==> config.mk <==
export PLATFORM = sky130hd
export DESIGN_NAME = ecc_err_capture
export DESIGN_NICKNAME = d
export VERILOG_FILES = /design/src/rtl/ecc_cap_pkg.sv /design/src/rtl/ecc_cap_log.sv /design/src/rtl/ecc_cap_ctrl.sv /design/src/rtl/ecc_cap_signal.sv /design/src/rtl/ecc_err_capture.sv
export SDC_FILE = /design/constraint.sdc
export NUM_CORES = 1
export LEC_CHECK = 0
export BUFFER_PORTS_ARGS = -buffer_cell sky130_fd_sc_hd__buf_2
export CAP_MARGIN = 20
export CORE_MARGIN = 3
export CORE_UTILIZATION = 38
export DETAILED_ROUTE_END_ITERATION = 8
export PLACE_DENSITY = 0.79
export SYNTH_ARGS = -nofsm -noshare
export SYNTH_HDL_FRONTEND = slang
export SYNTH_HIERARCHICAL = 1
export SYNTH_SLANG_ARGS = --single-unit
==> constraint.sdc <==
create_clock -name clk -period 1.52 [get_ports clk]
set_clock_uncertainty 0.15 [all_clocks]
set_input_delay 0.076 -clock clk [delete_from_list [all_inputs] [get_ports clk]]
set_output_delay 0.076 -clock clk [all_outputs]
set_load 0.05 [all_outputs]
==> src/rtl/ecc_cap_pkg.sv <==
// Package: bit layout of the ECC capture word and shared types.
// Assumes one 32-bit word. Bit positions are fixed because software decodes them.
package ecc_cap_pkg;
    localparam int REG_W       = 32;
    localparam int DATA_W      = 64;
    localparam int CHECK_W     = 8;
    localparam int LANE_W      = DATA_W + CHECK_W;
    localparam int SCRUB_DIS_B = 31;
    localparam int LOC_HI      = 30;
    localparam int LOC_LO      = 12;
    localparam int SYN_HI      = 11;
    localparam int SYN_LO      = 4;
    localparam int SERR_EN_B   = 3;
    localparam int NMI_EN_B    = 2;
    localparam int MBE_B       = 1;
    localparam int SBE_B       = 0;
    localparam int LOC_W       = LOC_HI - LOC_LO + 1;
    localparam int SYN_W       = SYN_HI - SYN_LO + 1;

    typedef struct packed {
        logic mbe;
        logic sbe;
    } err_flags_t;

    typedef struct packed {
        logic scrub_dis;
        logic serr_en;
        logic nmi_en;
    } ctrl_bits_t;
endpackage

==> src/rtl/ecc_cap_log.sv <==
// Module: first-error log. Holds the error type, the coarse address and the syndrome.
// Assumes: a multi-bit error outranks a single-bit error seen in the same cycle.
// If the log is armed when an error arrives, the capture wins over a clear in that cycle.
module ecc_cap_log
    import ecc_cap_pkg::*;
#(
    parameter int ADDR_W = 32,
    parameter int KEEP_W = LOC_W,
    parameter int SYNW   = SYN_W
) (
    input  logic              clk,
    input  logic              rst_n,
    input  logic              ev_valid,
    input  logic              ev_sbe,
    input  logic              ev_mbe,
    input  logic [SYNW-1:0]   ev_syn,
    input  logic [ADDR_W-1:0] ev_addr,
    input  err_flags_t        clr_mask,
    output err_flags_t        flags,
    output logic [KEEP_W-1:0] loc,
    output logic [SYNW-1:0]   syn
);
    logic armed;
    logic take;

    // Decide whether this cycle's verdict is logged.
    always_comb begin
        armed = !flags.mbe && !flags.sbe;
        take  = armed && ev_valid && (ev_sbe || ev_mbe);
    end

    // Status flags: set on the first error, otherwise cleared bit by bit by write-1.
    always_ff @(posedge clk) begin
        if (!rst_n) begin
            flags <= '0;
        end else if (take) begin
            flags.mbe <= ev_mbe;
            flags.sbe <= !ev_mbe;
        end else begin
            flags <= flags & ~clr_mask;
        end
    end

    // Location and syndrome: loaded only when the error is logged.
    always_ff @(posedge clk) begin
        if (!rst_n) begin
            loc <= '0;
            syn <= '0;
        end else if (take) begin
            loc <= ev_addr[ADDR_W-1 -: KEEP_W];
            syn <= ev_syn;
        end
    end
endmodule

==> src/rtl/ecc_cap_ctrl.sv <==
// Module: software control bits (scrub disable and the two request enables).
// Assumes: every write loads all three bits at once.
module ecc_cap_ctrl
    import ecc_cap_pkg::*;
(
    input  logic             clk,
    input  logic             rst_n,
    input  logic             wr_en,
    input  logic [REG_W-1:0] wdata,
    output ctrl_bits_t       ctrl
);
    // Load the control bits on a write.
    always_ff @(posedge clk) begin
        if (!rst_n) begin
            ctrl <= '0;
        end else if (wr_en) begin
            ctrl.scrub_dis <= wdata[SCRUB_DIS_B];
            ctrl.serr_en   <= wdata[SERR_EN_B];
            ctrl.nmi_en    <= wdata[NMI_EN_B];
        end
    end
endmodule

==> src/rtl/ecc_cap_signal.sv <==
// Module: request outputs. The interrupt requests are levels; the scrub request is a one-cycle pulse.
// Assumes: a corrected read is a valid verdict with the single-bit flag set and the multi-bit flag clear.
module ecc_cap_signal
    import ecc_cap_pkg::*;
(
    input  logic       clk,
    input  logic       rst_n,
    input  err_flags_t flags,
    input  ctrl_bits_t ctrl,
    input  logic       ev_valid,
    input  logic       ev_sbe,
    input  logic       ev_mbe,
    output logic       nmi_req,
    output logic       serr_req,
    output logic       scrub_req
);
    // Gate each held error flag with its enable.
    always_comb begin
        nmi_req  = flags.sbe && ctrl.nmi_en;
        serr_req = flags.mbe && ctrl.serr_en;
    end

    // Request a write-back one cycle after each corrected read.
    always_ff @(posedge clk) begin
        if (!rst_n) scrub_req <= 1'b0;
        else        scrub_req <= ev_valid && ev_sbe && !ev_mbe && !ctrl.scrub_dis;
    end
endmodule

==> src/rtl/ecc_err_capture.sv <==
// Module: ECC first-error capture register (top).
// Assumes: a single register word with no address decode, and rdata that reflects the registers directly.
module ecc_err_capture
    import ecc_cap_pkg::*;
#(
    parameter int ADDR_W = 32
) (
    input  logic              clk,
    input  logic              rst_n,
    input  logic              chk_valid,
    input  logic              chk_sbe,
    input  logic              chk_mbe,
    input  logic [SYN_W-1:0]  chk_syndrome,
    input  logic [ADDR_W-1:0] chk_addr,
    input  logic              reg_wr,
    input  logic [REG_W-1:0]  reg_wdata,
    output logic [REG_W-1:0]  reg_rdata,
    output logic              nmi_req,
    output logic              serr_req,
    output logic              scrub_req
);
    err_flags_t       flags;
    err_flags_t       clr_mask;
    ctrl_bits_t       ctrl;
    logic [LOC_W-1:0] loc;
    logic [SYN_W-1:0] syn;
    logic             unused_bits;

    // Turn a register write into write-1-to-clear strobes for the status bits.
    always_comb begin
        clr_mask.mbe = reg_wr && reg_wdata[MBE_B];
        clr_mask.sbe = reg_wr && reg_wdata[SBE_B];
        unused_bits  = ^{reg_wdata[LOC_HI:SYN_LO], chk_addr[ADDR_W-LOC_W-1:0]};
    end

    ecc_cap_log #(.ADDR_W(ADDR_W), .KEEP_W(LOC_W), .SYNW(SYN_W)) u_log (
        .clk      (clk),
        .rst_n    (rst_n),
        .ev_valid (chk_valid),
        .ev_sbe   (chk_sbe),
        .ev_mbe   (chk_mbe),
        .ev_syn   (chk_syndrome),
        .ev_addr  (chk_addr),
        .clr_mask (clr_mask),
        .flags    (flags),
        .loc      (loc),
        .syn      (syn)
    );

    ecc_cap_ctrl u_ctrl (
        .clk   (clk),
        .rst_n (rst_n),
        .wr_en (reg_wr),
        .wdata (reg_wdata),
        .ctrl  (ctrl)
    );

    ecc_cap_signal u_sig (
        .clk       (clk),
        .rst_n     (rst_n),
        .flags     (flags),
        .ctrl      (ctrl),
        .ev_valid  (chk_valid),
        .ev_sbe    (chk_sbe),
        .ev_mbe    (chk_mbe),
        .nmi_req   (nmi_req),
        .serr_req  (serr_req),
        .scrub_req (scrub_req)
    );

    // Assemble the read word in its fixed bit layout.
    always_comb begin
        reg_rdata                  = '0;
        reg_rdata[SCRUB_DIS_B]     = ctrl.scrub_dis;
        reg_rdata[LOC_HI:LOC_LO]   = loc;
        reg_rdata[SYN_HI:SYN_LO]   = syn;
        reg_rdata[SERR_EN_B]       = ctrl.serr_en;
        reg_rdata[NMI_EN_B]        = ctrl.nmi_en;
        reg_rdata[MBE_B]           = flags.mbe;
        reg_rdata[SBE_B]           = flags.sbe;
    end
endmodule

==> flow_summary.toml <==
[worst_hold_path]
worstHoldPathType = "in2reg"
holdCritStartpoint = "reg_wdata[0]"
hold_depth = 4
holdPathEnd = "u_log/flags[0]"

[worst_setup_path]
r2r_end = "u_log/loc[1]"
crit_type = "in2reg"
rrSetupSlack_ps = 130
cp_max_fo = 16
cp-end-kind = "register"
crit_arrival_ps = 1520
r2r-start = "u_log/flags[1]"
cp-start-kind = "input port"
ff2ff_path_depth = 3
critPathRequiredTime_ps = 1620

[timing]
setup_viol = 0
slew_viol_final = 0
rsz0062_at_grt = "no"
fin_tns_setup_ps = 0
period_needed_ps = 1410
max_clock_freq_ghz = 0.708
relSlewSlack_pct = 80.6
period_share_pct = 93.0
hold_viol = 0
worstMarginPinSlew_ps = 291
worst_slack_ps = 107
hold_slack_ps = 42.3

[clock_tree]
cts_tree = "yes"
cts_max_level = 2
ctsRootBufferMaster = "clkbuf_4"
cts_sinks = 33
cts.clk_slew.worst_paths_ps = 100
numCtsBuffers = 5
post_cts_buffers = 0
clkLatencyLatePin_ps = 330
cts_buffer_depth = 2

[final_layout]
design_area_um2 = 2210
area_growth_pct = 61.9
layout_commonest_cell = "buf_2"
drive_gt1_share_pct = 33.6
nets = 334
mostFrequentLayoutCells = "71 x buf_2, 54 x nand2_1, 38 x dlygate4sd3_1"
insertedDiodeCount = 0

[floorplan]
boundaryPins = 113
initial_core_util_pct = 40.2
fp.dieH_um = 65.9
die_w_um = 65.9
rows = 21
design.core.area_um2 = 3390
die_area_um2 = 4340

[synth]
syn_nets = 221
yosys.area.top_type = "dfxtp_1"
synthCells = 143
synth.area.top_cells = "dfxtp_1 48%, mux2i_1 22%, nand2_1 15%"
ys_seq_area_share_pct = 48.4
syn_area_um2 = 1360
synth_seq_cells = 33
yosys_warnings = 6
synth_top_area_share_pct = 48.4
syn_avg_cell_area_um2 = 9.54
synth_cell_types = 17

[placed_design]
place_ws_ps = 116
place_area_um2 = 1750
port_buffers = 72
finalWeightedCongestion = 0.652
hpwl_mm = 2.02

[drt]
viasPerCell = 4.47
final_antenna_net_count = 0
first_pass_iters = 4
post_drt_wl_per_cell_um = 11.7
wl_met2_mm = 1.82
drtIter0Drc = 59
met3_length_um = 235
vias = 1350
routed_wl_mm = 3.53
maxUsedRoutingLayer = "met4"
drc = 0
drt-met1-wl_mm = 1.38

[power_and_ir_drop]
max-vdd-ir-drop_mv = 0.541
power_density_nw_per_um2 = 920
power_leakage_nw = 1.10

[global_route]
grt_usage_pct = 17.2
antenna_found_initial = 0
overflow = 0
grt_pass1_wl_mm = 5.67
grt_max_degree = 33
grt_pass1_vias = 1318

[flow_run]
maxCapViolations = 0

[status]
status = "finished, final reports clean"
## state kept, by name (all words and copies together) (netlist names)
name             count
u_log/loc           19
u_log/syn            8
u_ctrl/ctrl          3
u_log/flags          2
u_sig/scrub_req      1
## kinds of logic (layout without fill, tap and decap cells)
group           after synthesis  in the layout  share of synthesized area [%]
mux                          30             30                           22.0
simple gates                 68             68                           22.4
flops                        33             33                           48.4
buf+inv                      10            123                           5.87
compound gates                2              2                           1.28
## per-stage QoR
| stage | utilization, % | cells | power, W |
|---|---|---|---|
| 5_1_grt | 65.2 | 302 | 0.00213 |
| 3_5_place_dp | 51.5 | 256 | 0.00147 |
| 3_3_place_gp | 51.5 | 256 | 0.00147 |
| 6_report | 65.2 | 302 | 0.00203 |
| 2_1_floorplan | - | 143 | 0.00136 |
| 4_1_cts | 64.7 | 302 | 0.00204 |
## worst max path at each step
| stage | startpoint | to | depth (start not counted) |
|---|---|---|---|
| floorplan | u_log/flags[1] | u_log/loc[0] | 4 |
| global placement | u_log/flags[1] | u_log/loc[18] | 3 |
| detailed placement | u_log/flags[1] | u_log/loc[5] | 3 |
| CTS | chk_mbe | u_log/loc[1] | 6 |
| global route | chk_sbe | u_log/loc[1] | 6 |
| finish | chk_sbe | u_log/loc[1] | 6 |
## cells in the mapped netlist
| master | number |
|---|---|
| nand2_1 | 54 |
| inv_1 | 1 |
| and4_1 | 1 |
| buf_2 | 2 |
| and4bb_1 | 1 |
| and2b_2 | 1 |
| nor2_1 | 2 |
| mux2i_1 | 30 |
| o21a_1 | 1 |
| buf_6 | 1 |
| dfxtp_1 | 33 |
| nor2b_1 | 4 |
| buf_12 | 2 |
| and2_1 | 4 |
| nor4b_2 | 1 |
| clkbuf_1 | 4 |
| a32o_1 | 1 |
## metal layers
metal,up-vias,global-route usage (%)
li1,687,-
met1,597,17.9
met2,52,30.3
met3,14,4.93
met4,0,10.6
met5,-,0
## where the power goes
group          switching, W  internal [W]  total [W]  leakage, nW
clock              0.000269      0.000218   0.000487       0.0314
sequential        0.0000326      0.000925   0.000958        0.272
combinational      0.000359      0.000227   0.000586        0.794
## worst max-delay path, cell delays in order
cell           delay (ps)
dlygate4sd3_1         520
buf_2                 110
nor2_1                 60
nor4b_4               270
buf_6                 260
mux2i_1               210
## timing repair
item,CTS,global route
gates resized for setup,0,4
hold endpoints to repair,33,0
endpoints found under the setup margin,0,20
hold buffers,39,0
## final cells by class
| type | count | area (µm²) |
|---|---|---|
| Timing Repair Buffer | 115 | 797 |
| Sequential cell | 33 | 663 |
| Fill cell | 273 | 1180 |
| Inverter | 1 | 3.75 |
| Tap cell | 46 | 57.6 |
| Multi-Input combinational cell | 100 | 632 |
| Clock buffer | 7 | 55.1 |
Note: power is estimated with default switching activity, not from simulation.
